`config.mk`:
```
export PLATFORM = sky130hd
export DESIGN_NAME = ifq_realign
export DESIGN_NICKNAME = d
export VERILOG_FILES = /design/src/rtl/ifq_pkg.sv /design/src/rtl/ifq_store.sv /design/src/rtl/ifq_align.sv /design/src/rtl/ifq_realign.sv
export SDC_FILE = /design/constraint.sdc
export NUM_CORES = 1
export LEC_CHECK = 0
export BUFFER_PORTS_ARGS = -buffer_cell sky130_fd_sc_hd__buf_4
export CORE_UTILIZATION = 35
export CTS_CLUSTER_SIZE = 25
export DETAILED_ROUTE_END_ITERATION = 6
export SLEW_MARGIN = 20
export SYNTH_ARGS = -nofsm -noshare
export SYNTH_HDL_FRONTEND = slang
export SYNTH_SLANG_ARGS = --single-unit
```
`constraint.sdc`:
```
create_clock -name clk -period 17.4 [get_ports clk]
set_clock_uncertainty 0.2 [all_clocks]
set_input_delay 2.61 -clock clk [delete_from_list [all_inputs] [get_ports clk]]
set_output_delay 2.61 -clock clk [all_outputs]
set_load 0.01 [all_outputs]
```
`src/rtl/ifq_pkg.sv`:
```
package ifq_pkg;
  localparam int XLEN = 32;
  localparam int HALF = XLEN / 2;

  typedef struct packed {
    logic [XLEN-1:0] data;
    logic [XLEN-3:0] wpc;   // word address of the stored word
    logic            err;
  } ifq_entry_t;

  function automatic logic is_short(input logic [1:0] lo);
    return lo != 2'b11;
  endfunction
endpackage

```
`src/rtl/ifq_store.sv`:
```
module ifq_store
  import ifq_pkg::*;
#(
  parameter int DEPTH = 3
) (
  input  logic                       clk,
  input  logic                       rst_n,
  input  logic                       clear_i,
  input  logic                       push_i,
  input  ifq_entry_t                 push_ent_i,
  input  logic                       pop_i,
  output logic [$clog2(DEPTH+1)-1:0] count_o,
  output ifq_entry_t                 head_o,
  output logic [HALF-1:0]            next_lo_o,
  output logic                       next_err_o
);
  localparam int PTR_W = (DEPTH > 1) ? $clog2(DEPTH) : 1;
  localparam int CNT_W = $clog2(DEPTH+1);

  ifq_entry_t       mem [DEPTH];
  logic [PTR_W-1:0] head_q, tail_q, nxt;
  logic [CNT_W-1:0] count_q;

  function automatic logic [PTR_W-1:0] bump(input logic [PTR_W-1:0] p);
    return (p == PTR_W'(DEPTH-1)) ? '0 : p + 1'b1;
  endfunction

  for (genvar g = 0; g < DEPTH; g++) begin : g_slot
    always_ff @(posedge clk) begin
      if (push_i && !clear_i && tail_q == PTR_W'(g)) mem[g] <= push_ent_i;
    end
  end

  always_ff @(posedge clk or negedge rst_n) begin
    if (!rst_n) begin
      head_q  <= '0;
      tail_q  <= '0;
      count_q <= '0;
    end else if (clear_i) begin
      head_q  <= '0;
      tail_q  <= '0;
      count_q <= '0;
    end else begin
      if (push_i) tail_q <= bump(tail_q);
      if (pop_i)  head_q <= bump(head_q);
      count_q <= count_q + CNT_W'(push_i) - CNT_W'(pop_i);
    end
  end

  assign nxt        = bump(head_q);
  assign count_o    = count_q;
  assign head_o     = mem[head_q];
  assign next_lo_o  = mem[nxt].data[HALF-1:0];
  assign next_err_o = mem[nxt].err;

  // the fetcher never writes past the last free slot
  p_no_overflow_r3: assert property (@(posedge clk) disable iff (!rst_n)
    push_i |-> count_q < CNT_W'(DEPTH));
  // nothing is removed from an empty store
  p_no_underflow_r3: assert property (@(posedge clk) disable iff (!rst_n)
    pop_i |-> count_q != '0);
  // one flush cycle empties every entry
  p_clear_empties_r9: assert property (@(posedge clk) disable iff (!rst_n)
    clear_i |=> count_q == '0);
endmodule

```
`src/rtl/ifq_align.sv`:
```
module ifq_align
  import ifq_pkg::*;
(
  input  logic            half_i,
  input  logic [XLEN-1:0] w0_data_i,
  input  logic            w0_err_i,
  input  logic            w0_vld_i,
  input  logic [HALF-1:0] w1_lo_i,
  input  logic            w1_err_i,
  input  logic            w1_vld_i,
  output logic            vld_o,
  output logic [XLEN-1:0] instr_o,
  output logic            err_o,
  output logic            short_o,
  output logic            drop_word_o
);
  logic [HALF-1:0] lo_h, hi_h;

  always_comb begin
    lo_h = w0_data_i[HALF-1:0];
    hi_h = w0_data_i[XLEN-1:HALF];
    if (!half_i) begin
      short_o = is_short(lo_h[1:0]);
      instr_o = short_o ? {{HALF{1'b0}}, lo_h} : w0_data_i;
      vld_o   = w0_vld_i;
      err_o   = w0_err_i;
    end else begin
      short_o = is_short(hi_h[1:0]);
      instr_o = short_o ? {{HALF{1'b0}}, hi_h} : {w1_lo_i, hi_h};
      vld_o   = short_o ? w0_vld_i : (w0_vld_i && w1_vld_i);
      err_o   = short_o ? w0_err_i : (w0_err_i | w1_err_i);
    end
    // the head word is used up unless a short instruction sits in its low half
    drop_word_o = half_i || !short_o;
  end
endmodule

```
`src/rtl/ifq_realign.sv`:
```
module ifq_realign
  import ifq_pkg::*;
#(
  parameter int              DEPTH   = 3,
  parameter logic [XLEN-1:0] BOOT_PC = '0
) (
  input  logic                       clk,
  input  logic                       rst_n,
  input  logic                       clear_i,
  input  logic [XLEN-1:1]            restart_pc_i,
  input  logic                       in_valid_i,
  output logic                       in_ready_o,
  input  logic [XLEN-1:0]            in_word_i,
  input  logic                       in_err_i,
  output logic [$clog2(DEPTH+1)-1:0] free_o,
  output logic                       out_valid_o,
  input  logic                       out_ready_i,
  output logic [XLEN-1:0]            out_instr_o,
  output logic [XLEN-1:0]            out_pc_o,
  output logic                       out_err_o,
  output logic                       out_compressed_o
);
  localparam int CNT_W = $clog2(DEPTH+1);

  logic [CNT_W-1:0] count;
  ifq_entry_t       head_e, new_e, w0;
  logic [HALF-1:0]  next_lo, w1_lo;
  logic             next_err, w1_err;
  logic             have0, v0, v1, accept, fire, drop_word, pop_word, push, a_vld;
  logic             half_q;
  logic [XLEN-3:0]  wr_wpc_q;

  assign in_ready_o = !clear_i && (count < CNT_W'(DEPTH));
  assign accept     = in_valid_i && in_ready_o;
  assign new_e      = '{data: in_word_i, wpc: wr_wpc_q, err: in_err_i};

  // view of the first two words: storage first, then the word being accepted
  assign have0  = count != '0;
  assign w0     = have0 ? head_e : new_e;
  assign v0     = have0 || accept;
  assign w1_lo  = (count > CNT_W'(1)) ? next_lo  : in_word_i[HALF-1:0];
  assign w1_err = (count > CNT_W'(1)) ? next_err : in_err_i;
  assign v1     = (count > CNT_W'(1)) || (count == CNT_W'(1) && accept);

  ifq_align u_align (
    .half_i      (half_q),
    .w0_data_i   (w0.data),
    .w0_err_i    (w0.err),
    .w0_vld_i    (v0),
    .w1_lo_i     (w1_lo),
    .w1_err_i    (w1_err),
    .w1_vld_i    (v1),
    .vld_o       (a_vld),
    .instr_o     (out_instr_o),
    .err_o       (out_err_o),
    .short_o     (out_compressed_o),
    .drop_word_o (drop_word)
  );

  assign out_valid_o = a_vld && !clear_i;
  assign out_pc_o    = {w0.wpc, half_q, 1'b0};
  assign fire        = out_valid_o && out_ready_i;
  assign pop_word    = fire && drop_word;
  // a word consumed straight from the input never enters storage
  assign push        = accept && !(pop_word && !have0);
  assign free_o      = CNT_W'(DEPTH) - count;

  ifq_store #(.DEPTH(DEPTH)) u_store (
    .clk        (clk),
    .rst_n      (rst_n),
    .clear_i    (clear_i),
    .push_i     (push),
    .push_ent_i (new_e),
    .pop_i      (pop_word && have0),
    .count_o    (count),
    .head_o     (head_e),
    .next_lo_o  (next_lo),
    .next_err_o (next_err)
  );

  always_ff @(posedge clk or negedge rst_n) begin
    if (!rst_n) begin
      half_q   <= BOOT_PC[1];
      wr_wpc_q <= BOOT_PC[XLEN-1:2];
    end else if (clear_i) begin
      half_q   <= restart_pc_i[1];
      wr_wpc_q <= restart_pc_i[XLEN-1:2];
    end else begin
      if (fire && out_compressed_o) half_q <= !half_q;
      if (accept) wr_wpc_q <= wr_wpc_q + 1'b1;
    end
  end

  // a stalled instruction stays put
  p_hold_r8: assert property (@(posedge clk) disable iff (!rst_n || clear_i)
    out_valid_o && !out_ready_i |=>
      out_valid_o && $stable(out_instr_o) && $stable(out_pc_o) && $stable(out_err_o));
  // the address advances by the size of the instruction just taken
  p_pc_step_r7: assert property (@(posedge clk) disable iff (!rst_n || clear_i)
    fire |=> !out_valid_o ||
      out_pc_o == $past(out_pc_o) + ($past(out_compressed_o) ? XLEN'(2) : XLEN'(4)));
  // full capacity is reported right after a flush
  p_free_after_clear_r9: assert property (@(posedge clk) disable iff (!rst_n)
    clear_i |=> free_o == CNT_W'(DEPTH));
endmodule

```
# Word-level counts from Yosys, hierarchy flattened
# Memory sizes are Yosys's and may differ from the RTL's.
# Index checks and enable logic that the tools add are counted.
[totals] ff_bits=37 latch_bits=0 mem_bits_rw=189 rom_bits=0 inputBits=69 out_inout_bits=70 wordCells=86 n_memories=1
[classes] add_sub_neg=6 mul=0 n_div=0 order_cmp=2 eq_ne=6 n_shift=0 mux=34 bitwise=1 reduce_logical=31
[memory_table] name="u_store.mem" depth=3 word_bits=63 read_ports=2 rd_ports_with_merged_regs=0 write_ports=1 line="ifq_store.sv:20" rtl="ifq_entry_t mem [DEPTH];"
[op_table] cell="$mux 63" count=3
[op_table] cell="$reduce_or 63->1" count=2
[op_table] cell="$mux 32" count=3
[op_table] cell="$mux 30" count=2
[op_table] cell="$add 30x1->30 const B" count=1
[op_table] cell="$mux 2" count=9
[op_table] cell="$mux 1" count=16
[op_table] cell="$mux 16" count=1
[op_table] cell="$logic_and 1x1->1" count=15
[op_table] cell="$reduce_bool 2->1" count=5
[op_table] cell="$logic_not 1->1" count=5
[op_table] cell="$add 2x1->2 const B" count=2
[op_table] cell="$eq 2x1->1 const B" count=2
[op_table] cell="$eq 2x2->1 const B" count=2
[op_table] cell="$ne 2x2->1 const B" count=2
[op_table] cell="$logic_or 1x1->1" count=3
[op_table] cell="$add 2x1->2" count=1
[op_table] cell="$gt 2x1->1 const B" count=1
[op_table] cell="$logic_not 2->1" count=1
[op_table] cell="$lt 2x2->1 const B" count=1
[op_table] cell="$sub 2x1->2" count=1
[op_table] cell="$sub 2x2->2 const A" count=1
[op_table] cell="$or 1x1->1" count=1

# Longest topological paths before layout
# Gate-level depths: netlist of run 1.
[depth] depth_word=21 depth_mapped=12 ltp_nobuf=11

# Modules after synthesis
# Synthesis of run 1 repeated with hierarchy kept, for this count alone.
[unflattened] cells_unflattened=877 hier_area_um2=11141.9
[modules_own_cells] mod="ifq_store" instances=1 cells_per_inst=485 area_per_inst_um2=7642.3 seq_area_each_um2=5825.6
[modules_own_cells] mod="ifq_realign" instances=1 cells_per_inst=347 area_per_inst_um2=3083.0 seq_area_each_um2=775.7
[modules_own_cells] mod="ifq_align" instances=1 cells_per_inst=45 area_per_inst_um2=416.6 seq_area_each_um2=0.0

# Worst setup path before layout of run 1
# OpenSTA, ideal clock, no wires.
[synth_timing] path_type="input-to-reg" start="input port in_word_i[17]" end="memory u_store.mem[2][0] (netlist name) (enable)" setup_ns=0.575 t_arrival_ns=8.019 required_ns=16.625 path_slack_ns=8.606 stages=5 n_path_buf=0 path_cell_list="nor3_1 a221oi_4 nand3_4 a41o_4 nor3b_1"
[synth_via] elab_chain_cells=17 elab_cells_between_ends=29 cone_classes="eq/ne (1); mux (14); reduce/logical (14)"
[synth_lines] item="start, declared" line="ifq_realign.sv:13" rtl="input logic [XLEN-1:0] in_word_i,"
[synth_lines] item="$mux 63 *" line="ifq_realign.sv:39" rtl="assign w0 = have0 ? head_e : new_e;"
[synth_lines] item="$ne 2x2->1 *" line="ifq_pkg.sv:12" rtl="return lo != 2'b11;"
[synth_lines] item="$mux 1" line="ifq_align.sv:30" rtl="vld_o = short_o ? w0_vld_i : (w0_vld_i && w1_vld_i);"
[synth_lines] item="$mux 1" line="ifq_align.sv:22" rtl="if (!half_i) begin"
[synth_lines] item="$logic_and 1x1->1" line="ifq_realign.sv:60" rtl="assign out_valid_o = a_vld && !clear_i;"
[synth_lines] item="$logic_and 1x1->1" line="ifq_realign.sv:62" rtl="assign fire = out_valid_o && out_ready_i;"
[synth_lines] item="$logic_and 1x1->1 *" line="ifq_realign.sv:63" rtl="assign pop_word = fire && drop_word;"
[synth_lines] item="$logic_and 1x1->1 *" line="ifq_realign.sv:65" rtl="assign push = accept && !(pop_word && !have0);"
[synth_lines] item="$logic_not 1->1 *" line="ifq_realign.sv:65"
[synth_lines] item="$logic_and 1x1->1 *" line="ifq_realign.sv:65"
[synth_lines] item="$logic_and 1x1->1 *" line="ifq_store.sv:30" rtl="if (push_i && !clear_i && tail_q == PTR_W'(g)) mem[g] <= push_ent_i;"
[synth_lines] item="$logic_and 1x1->1" line="ifq_store.sv:30"
[synth_lines] item="$mux 1" line="ifq_store.sv:30"
[synth_lines] item="$mux 1 (not written as such)" line="ifq_store.sv:30"
[synth_lines] item="$reduce_or 63->1 (no source line)"
[synth_lines] item="$mux 2 (no source line) / $mux 1 (equally long branches) (2 in a row)"
[synth_lines] item="end, declared" line="ifq_store.sv:20"
# Mark *: on every way between the ends. The rest lies on a longest branch, timed or not.

# Final worst setup path of run 1
[layout_timing] start="input port in_word_i[1]" end="output port out_instr_o[16]"
[layout_via] elab_chain_cells=4
[layout_lines] item="$mux 63" line="ifq_realign.sv:39"
[layout_lines] item="$ne 2x2->1" line="ifq_pkg.sv:12"
[layout_lines] item="$mux 32" line="ifq_align.sv:24" rtl="instr_o = short_o ? {{HALF{1'b0}}, lo_h} : w0_data_i;"
[layout_lines] item="$mux 32" line="ifq_align.sv:22"
[layout_lines] item="end, declared" line="ifq_realign.sv:18" rtl="output logic [XLEN-1:0] out_instr_o,"
# No other way between the ends.

==> results of run 1 <==
-- stage by stage --
step | total power [mW] | utilization (%) | instance area (um2) | hold WS, ns
finish | 1.493 | 42.96 | 12830 | 0.3421
global route | 1.566 | 42.96 | 12830 | 0.3637
CTS | 1.510 | 42.96 | 12830 | 0.3362
detailed placement | 1.023 | 40.41 | 12070 | 0.3214
floorplan | 0.8716 | - | 10710 | 0.2993
global placement | 1.019 | 40.41 | 12070 | 0.3212
-- cell usage after synthesis (all sizes together), types with 7 or more instances --
master	number
o22ai	15
xor2	17
and3	25
clkbuf	35
nor2	37
edfxtp	189
mux2i	113
xnor2	9
nand2	148
nand3	10
nor2b	7
nand4	12
inv	9
buf	27
dfrtp	37
a21oi	45
o21ai	108
-- state kept, by name (all words and copies together), names as in the netlist --
register	flops
wr_wpc_q	30
u_store.tail_q	2
u_store.mem	189
u_store.count_o	2
u_store.head_q	2
half_q	1
-- path summary, 6_finish.rpt --
kind	from	endpoint	slack, ns	depth (start not counted)
max in group asynchronous	rst_n	u_store.head_q[0]	14.72	1
min reg2reg	wr_wpc_q[29]	u_store.mem[1][30]	0.34	0
min in group asynchronous	rst_n	wr_wpc_q[13]	1.87	1
min	wr_wpc_q[29]	u_store.mem[1][30]	0.34	0
max	in_word_i[1]	out_instr_o[16]	10.22	7
max reg2reg	u_store.count_o[1]	u_store.mem[1][61]	12.81	8
-- cell type report --
class                           instances  area share, %
Timing Repair Buffer                  149          8.715
Inverter                                9         0.2632
Multi-Input combinational cell        600          29.78
Clock inverter                         14         0.5557
Sequential cell                       226          51.49
Tap cell                              390          3.802
Clock buffer                           32          5.391
-- layer usage --
metal	global-route usage [%]	share of wire [%]
met5	0	0
met1	22.30	46
met2	28.14	47
met4	3.556	1.6
met3	2.577	5.2
-- where the power goes --
part           leakage [nW]  switching, mW  internal (mW)
logic                  2.02          0.197          0.150
registers              2.17         0.0312          0.628
clock network         0.384          0.207          0.280
total                  4.58          0.435           1.06
-- critical path, cell delays in order --
cell	delay, ns
buf_4	0.13
nor3_1	0.15
a221o_1	0.17
or3_1	0.75
o21ai_0	0.20
and2_1	0.22
buf_4	0.14
-- logic make-up after synthesis --
logic type                 synth area share (%)
buffers and inverters                     2.898
xor gates and xnor gates                  2.126
muxes                                     10.91
other                                   0.03502
AOI/OAI and AO/OA                         10.71
and+or+nand+nor                           11.23
DFF                                       61.64
adders and majority gates                0.4440
==> impl_metrics.yaml, run 1 <==
status:
  status: "finished clean"
setup_path:
  cp-end-kind: "output port"
  worstPathArrival_ns: 4.37
  path_max_fanout: 18
  critical_path_class: "primary input to output port"
  startpoint_type: "primary input"
  worst_ep_required_time_ns: 14.59
grt:
  grt_antenna_before_repair: 0
  grt_overflow_total: 0
  grt_pass1_wl_mm: 40.14
  grt_start_max_net_pins: 89
  first_global_vias: 7007
  grt_usage_pct: 16.58
yosys:
  yosysWarnings: 0
  synthTopCellsByArea: "edfxtp_1, mux2i_1, dfrtp_1, nand2_1, o21ai_0"
  seq_area_frac_synth_pct: 61.64
  syn_avg_cell_area_um2: 11.94
  synth_edf_count: 189
  yosysTopAreaCell: "edfxtp_1"
  synth_cell_types: 55
  synth_top_area_share_pct: 53.00
  ys_ff_latch: 226
  syn-cell-area_um2: 10710
  syn-num-nets: 969
  synthCells: 897
  ys_async_sr_fraction_pct: 16.37
  ys.flop_type: "edfxtp_1"
route:
  routed_wl_mm: 25.95
  vias: 7246
  antenna_left: 0
  routed_via_density: 5.103
  drt-initial-drc-count: 465
  wl_per_cell_um: 18.27
  drc_errors: 0
  drt-pass1-iter-count: 6
floorplanning:
  row_count: 63
  ioPinCount: 139
  dieArea_um2: 31300
  core_area_um2: 29870
  die_x_um: 176.9
  initial_core_util_pct: 35.85
  die_h_um: 176.9
timing:
  post-route-period-util_pct: 41.29
  fin_crit_ns: 7.184
  tns_ns: 0
  relSlewSlack_pct: 30.45
  drv_slew: 0
  finalWorstSetupSlack_ns: 10.22
  tightest_slew_ns: 1.041
  finalHoldViolations: 0
  fmax_ghz: 0.1392
  grt_setup_unrepaired: "false"
  finalSetupViolCount: 0
cells_and_area:
  stdcell_count: 1420
  regArea_um2: 6609
  area_delta_synth_final_pct: 19.85
  insertedDiodeCount: 0
  final_cell_mix: "edfxtp_1, buf_4, nand2_1"
  layout.nets: 1083
  fillers: 2814
  drive_above_1_share_pct: 20.58
  multiInputGateArea_um2: 3822
  final_common_cell: "edfxtp_1"
clock_tree:
  clkLatencyLatePin_ns: 0.51
  clock_path_buffers: 3
  cts_sinks: 226
  cts.htree.levels: 1
  cts_setup_buffers: 0
  cts_resized: 0
  tritoncts: "done"
  root_buffer: "clkbuf_16"
  hold_buffers: 0
  cts_buffers: 25
  clkTransAtPathRegs_ns: 0.06
power_and_ir_drop:
  p_per_area_nw_per_um2: 116.3
  ir_worst_vdd_mv: 0.06258
  leakage_nw: 4.578
hold_path:
  worstHoldPathType: "flop to flop"
place:
  dp_hpwl_mm: 15.93
  gp_congestion: 0.7457
  dp_cells: 1374
  port_buffers: 137
  pre_cts_slack_ns: 10.20
job:
  maxCapViolCount: 0
(Power assumes the default switching activity.)
==> inputs of run 2 (changes only) <==
- clock period: 17.4 -> 5.95 ns (I/O delays scaled with it)
==> run 2 against run 1 <==
  * Clock power rose to 2.9 times the previous value
  * Sequential share of layout area fell by 0.090 points
  * Flip-flop and latch count did not move
  * Design area rose by 0.18%
  * Largest cell class unchanged
  * Highest routed layer unchanged
  * Combinational power rose to 2.9 times the previous value
  * Die area did not move
  * Non-clock buffer count fell by 1
  * Power rose to 2.9 times the previous value
==> impl_metrics.yaml, run 2 (synthesized netlist as in run 1, its figures left out) <==
clock_tree:
  hold_buffers: 0
  clock_path_buffers: 3
  cts.htree.levels: 1
  cts_setup_buffers: 0
  cts_buffers: 25
  cts_sinks: 226
  cts_resized: 0
  root_buffer: "clkbuf_16"
  clkLatencyLatePin_ns: 0.51
  clkTransAtPathRegs_ns: 0.06
  tritoncts: "done"
cells_and_area:
  final_cell_mix: "edfxtp_1, nand2_1, buf_4"
  reg.largest.list: "u_store.mem x189, wr_wpc_q x30"
  fillers: 2781
  largest_register_ffs: 189
  stdcell_count: 1419
  regMostFlops: "u_store.mem"
  insertedDiodeCount: 0
  final_common_cell: "edfxtp_1"
  drive_above_1_share_pct: 20.31
  area_delta_synth_final_pct: 20.06
  multiInputGateArea_um2: 3835
  layout.nets: 1082
  regArea_um2: 6609
route:
  wl_per_cell_um: 17.93
  routed_via_density: 5.111
  antenna_left: 0
  routed_wl_mm: 25.45
  drt-pass1-iter-count: 5
  drc_errors: 0
  drt-initial-drc-count: 536
  vias: 7252
power_and_ir_drop:
  pwr-share-comb_pct: 23.3
  swShare_pct: 28.95
  p_per_area_nw_per_um2: 340.0
  clock_power_share_pct: 32.6
  power_switching_mw: 1.265
  seqPwrFrac_pct: 44.0
  p_int_mw: 3.106
  ir_worst_vdd_mv: 0.1546
  leakage_nw: 4.564
setup_path:
  startpoint_type: "flop"
  crit_slowest_cell: "or2_2"
  cp_common_cell: "buf_4"
  critical_path_class: "flop to output port"
  worst_ep_required_time_ns: 4.86
  path_cells: "buf_4 > or2_2 > a221o_1 > or3_1 > o21ai_0 > and2_1 > buf_4"
  cp_slowest_stage_delay_ns: 0.89
  worstPathArrival_ns: 3.83
  cp-end-kind: "output port"
  path_max_fanout: 35
timing:
  fmax_ghz: 0.2033
  tightest_slew_ns: 1.025
  tns_ns: 0
  finalSetupViolCount: 0
  fin_crit_ns: 4.920
  grt_setup_unrepaired: "false"
  finalHoldViolations: 0
  relSlewSlack_pct: 31.69
  post-route-period-util_pct: 82.69
  drv_slew: 0
place:
  dp_hpwl_mm: 16.53
  port_buffers: 137
  dp_cells: 1373
  gp_congestion: 0.8246
grt:
  grt_usage_pct: 16.41
  grt_start_max_net_pins: 126
  first_global_vias: 6894
  grt_overflow_total: 0
  grt_antenna_before_repair: 0
  grt_pass1_wl_mm: 39.63
floorplanning:
  row_count: 63
  die_x_um: 176.9
  dieArea_um2: 31300
  initial_core_util_pct: 35.85
  ioPinCount: 139
  die_h_um: 176.9
  core_area_um2: 29870
hold_path:
  worstHoldPathType: "primary input to asynchronous set/reset pin"
job:
  maxCapViolCount: 0
status:
  status: "finished clean"
## run 2: cell types whose count changed in the layout (fill, tap and decap cells not counted)
cell / delta
nor3b_4: +1
buf_12: +1
nor3_2: -1
bufinv_16: +1
clkbuf_8: -3
buf_6: +1
clkbuf_1: +4
nor3b_2: -1
clkinvlp_4: +2
clkinv_2: -2
nor3_4: +1
clkinv_1: -2
buf_4: -3
## run 2: cell type report
class | count | area share, %
flip-flops and latches | 226 | 51.40
multi-input cells | 600 | 29.83
repair buffers | 148 | 8.768
clock buffers | 33 | 5.177
well taps | 390 | 3.795
clock inverters | 13 | 0.7688
inverters | 9 | 0.2627
## run 2: per-stage QoR
stage               hold slack, ns  power [mW]  setup slack, ns  util [%]  area [um2]
floorplan                   0.2993       2.546           0.9095         -       10720
global placement            0.3182       2.972            1.703     40.47       12090
detailed placement          0.3285       2.989            1.592     40.47       12090
CTS                         0.1553       4.421            1.035     43.02       12850
global route                0.1804       4.580           0.8453     43.04       12860
finish                      0.1492       4.371            1.030     43.04       12860
## run 2: final timing paths
kind	slack, ns	from	endpoint	cells past startpoint
worst max-delay path	1.03	u_store.count_o[1]	out_instr_o[16]	7
worst min-delay path	0.15	rst_n	wr_wpc_q[8]	1
worst max register to register	1.77	u_store.count_o[1]	u_store.mem[1][7]	7
worst min register to register	0.36	wr_wpc_q[29]	u_store.mem[2][30]	0
max in group asynchronous	4.98	rst_n	u_store.head_q[0]	1
min in group clk	0.36	wr_wpc_q[29]	u_store.mem[2][30]	0
## run 2: layer usage
metal / track usage, % / wire, um / vias to the layer above
met1: 24.01 / 11730 / 3472
met3: 2.513 / 1828 / 30
met2: 25.88 / 11500 / 233
li1: - / - / 3517
met4: 2.945 / 380 / 0
met5: 0 / 0 / -
## run 2: power by group through the flow
stage	clock [mW]	combinational, mW	sequential, mW
5_1_grt	1.52	1.12	1.94
3_5_place_dp	0	1.03	1.96
6_report	1.43	1.02	1.93
3_3_place_gp	0	1.02	1.95
2_1_floorplan	0	0.627	1.92
4_1_cts	1.46	1.03	1.93
## run 2: worst max-delay path: cells and delay by family (launching register included)
| family | cells | cell delay [ns] |
|---|---|---|
| AOI/OAI and AO/OA | 2 | 0.55 |
| buffers and inverters | 2 | 0.54 |
| DFF | 1 | 0.32 |
| and+or+nand+nor | 3 | 1.88 |
==> inputs of run 3 (changes only) <==
- clock period: 5.95 -> 4.6 ns (I/O delays scaled with it)
==> run 3 against run 2 <==
  * Largest power group unchanged
  * Register-to-register slack lost 1.1 ns
  * First-iteration DRC count shrank 8.6%
  * Global-route usage grew 0.43 points
  * Combinational power grew 33%
  * Design area grew 1.4%
  * Cell count grew 0.70%
  * Non-clock buffer count grew 8
==> impl_metrics.yaml, run 3 (synthesized netlist as in run 1, its figures left out) <==
grt:
  grt_antenna_before_repair: 0
  grt_usage_pct: 16.84
  grt_pass1_wl_mm: 40.57
  grt_overflow_total: 0
  first_global_vias: 7054
  grt_start_max_net_pins: 89
place:
  port_buffers: 137
  gp_congestion: 0.7686
  dp_hpwl_mm: 16.53
cells_and_area:
  multiInputGateArea_um2: 3835
  largest_register_ffs: 189
  final_cell_mix: "edfxtp_1, buf_4, nand2_1"
  regArea_um2: 6609
  regMostFlops: "u_store.mem"
  layout.nets: 1091
  insertedDiodeCount: 0
  fillers: 2763
  final_common_cell: "edfxtp_1"
  drive_above_1_share_pct: 21.37
  reg.largest.list: "u_store.mem x189, wr_wpc_q x30"
  area_delta_synth_final_pct: 21.73
power_and_ir_drop:
  leakage_nw: 4.672
  clock_power_share_pct: 35.7
  power_switching_mw: 1.690
  p_int_mw: 4.271
  seqPwrFrac_pct: 41.5
  pwr-share-comb_pct: 22.8
  p_per_area_nw_per_um2: 457.2
  swShare_pct: 28.35
  ir_worst_vdd_mv: 0.2179
timing:
  tightest_slew_ns: 1.050
  grt_setup_unrepaired: "false"
  hold_ws_ns: 0.1727
  fmax_ghz: 0.2345
  post-route-period-util_pct: 92.70
  finalHoldViolations: 0
  relSlewSlack_pct: 29.80
  tns_ns: 0
  drv_slew: 0
  finalSetupViolCount: 0
  fin_crit_ns: 4.264
floorplanning:
  ioPinCount: 139
  initial_core_util_pct: 35.85
  dieArea_um2: 31300
  core_area_um2: 29870
  die_x_um: 176.9
  row_count: 63
  die_h_um: 176.9
setup_path:
  cp_common_cell: "buf_4"
  r2r_cells: 6
  path_max_fanout: 44
  startpoint_type: "flop"
  worstPathArrival_ns: 3.37
  worst_ep_required_time_ns: 3.71
  cp-end-kind: "output port"
  path_cells: "buf_4 > buf_4 > mux2i_1 > o21ai_0 > a21o_1 > a221o_1 > buf_4"
  path_buf_inv: 3
  crit_slowest_cell: "buf_4"
  cp_top_family: "buffers and inverters"
  cp_slowest_stage_delay_ns: 0.70
  critical_path_class: "flop to output port"
  path_depth: 7
route:
  routed_wl_mm: 26.48
  routed_via_density: 5.092
  antenna_left: 0
  drt-initial-drc-count: 490
  vias: 7276
  drc_errors: 0
  wl_per_cell_um: 18.53
  drt-pass1-iter-count: 4
clock_tree:
  clkTransAtPathRegs_ns: 0.06
  cts_sinks: 226
  root_buffer: "clkbuf_16"
  cts_buffers: 26
  cts.htree.levels: 1
  clock_path_buffers: 3
  tritoncts: "done"
  clkLatencyLatePin_ns: 0.52
status:
  status: "finished clean"
job:
  maxCapViolCount: 0
hold_path:
  hold_depth: 3
  worstHoldPathType: "primary input to flop"
-- run 3: cell types whose count changed in the layout (fill, tap and decap cells not counted) --
| cell | delta |
|---|---|
| clkbuf_16 | +2 |
| inv_6 | -1 |
| buf_12 | -1 |
| dlygate4sd3_1 | +1 |
| clkbuf_8 | +1 |
| clkbuf_1 | -5 |
| buf_6 | -1 |
| clkinv_2 | +2 |
| bufinv_16 | +3 |
| clkinv_1 | +1 |
| clkinvlp_4 | -1 |
| buf_4 | +9 |
-- run 3: area by class of cell --
cell class	instances	area share, %
repair buffers	156	9.003
clock buffers	31	5.452
clock inverters	17	1.430
multi-input cells	600	29.42
inverters	9	0.2591
flip-flops and latches	226	50.70
well taps	390	3.743
-- run 3: worst paths after layout --
kind | from | to | slack [ns]
min reg2reg | wr_wpc_q[29] | u_store.mem[1][30] | 0.34
max | u_store.head_q[0] | out_err_o | 0.34
max reg2reg | u_store.count_o[1] | u_store.mem[0][42] | 0.69
max in group asynchronous | rst_n | u_store.head_q[1] | 3.31
min | restart_pc_i[17] | wr_wpc_q[15] | 0.17
min in group asynchronous | rst_n | wr_wpc_q[18] | 0.48
-- run 3: timing repair --
| item | in CTS | in global routing |
|---|---|---|
| hold endpoints to repair | 37 | 0 |
| buffers inserted | 0 | 0 |
| gates resized for setup | 0 | 0 |
| hold buffers | 1 | 0 |
-- run 3: worst min-delay path: cells and delay by family --
family | cells | cell delay, ns
compound gates | 1 | 0.06
buf+inv | 1 | 0.07
simple gates | 1 | 0.04
-- run 3: through the flow --
stage                     power, mW  utilization (%)  std cells  setup WS (ns)  cell area (um2)
after floorplan               3.294                -        897         0.7305            10730
after global placement        3.868            40.60       1380         0.6991            12130
after detailed placement      3.882            40.60       1380         0.6648            12130
after CTS                     6.021            43.64       1429         0.2809            13040
after global routing          6.233            43.64       1429         0.1275            13040
final                         5.960            43.64       1429         0.3356            13040
-- run 3: power groups by stage --
stage | Sequential [mW] | Clock (mW) | Combinational (mW)
6_report | 2.47 | 2.13 | 1.36
5_1_grt | 2.49 | 2.27 | 1.48
4_1_cts | 2.47 | 2.18 | 1.37
3_5_place_dp | 2.52 | 0 | 1.37
3_3_place_gp | 2.51 | 0 | 1.36
2_1_floorplan | 2.48 | 0 | 0.813
-- run 3: routing by layer --
layer | up-vias | global-route usage (%) | part of all wire (%)
met4 | 0 | 3.161 | 1.5
met2 | 211 | 26.80 | 46
met1 | 3503 | 24.35 | 48
met3 | 28 | 2.642 | 4.9
met5 | - | 0 | 0
li1 | 3534 | - | -
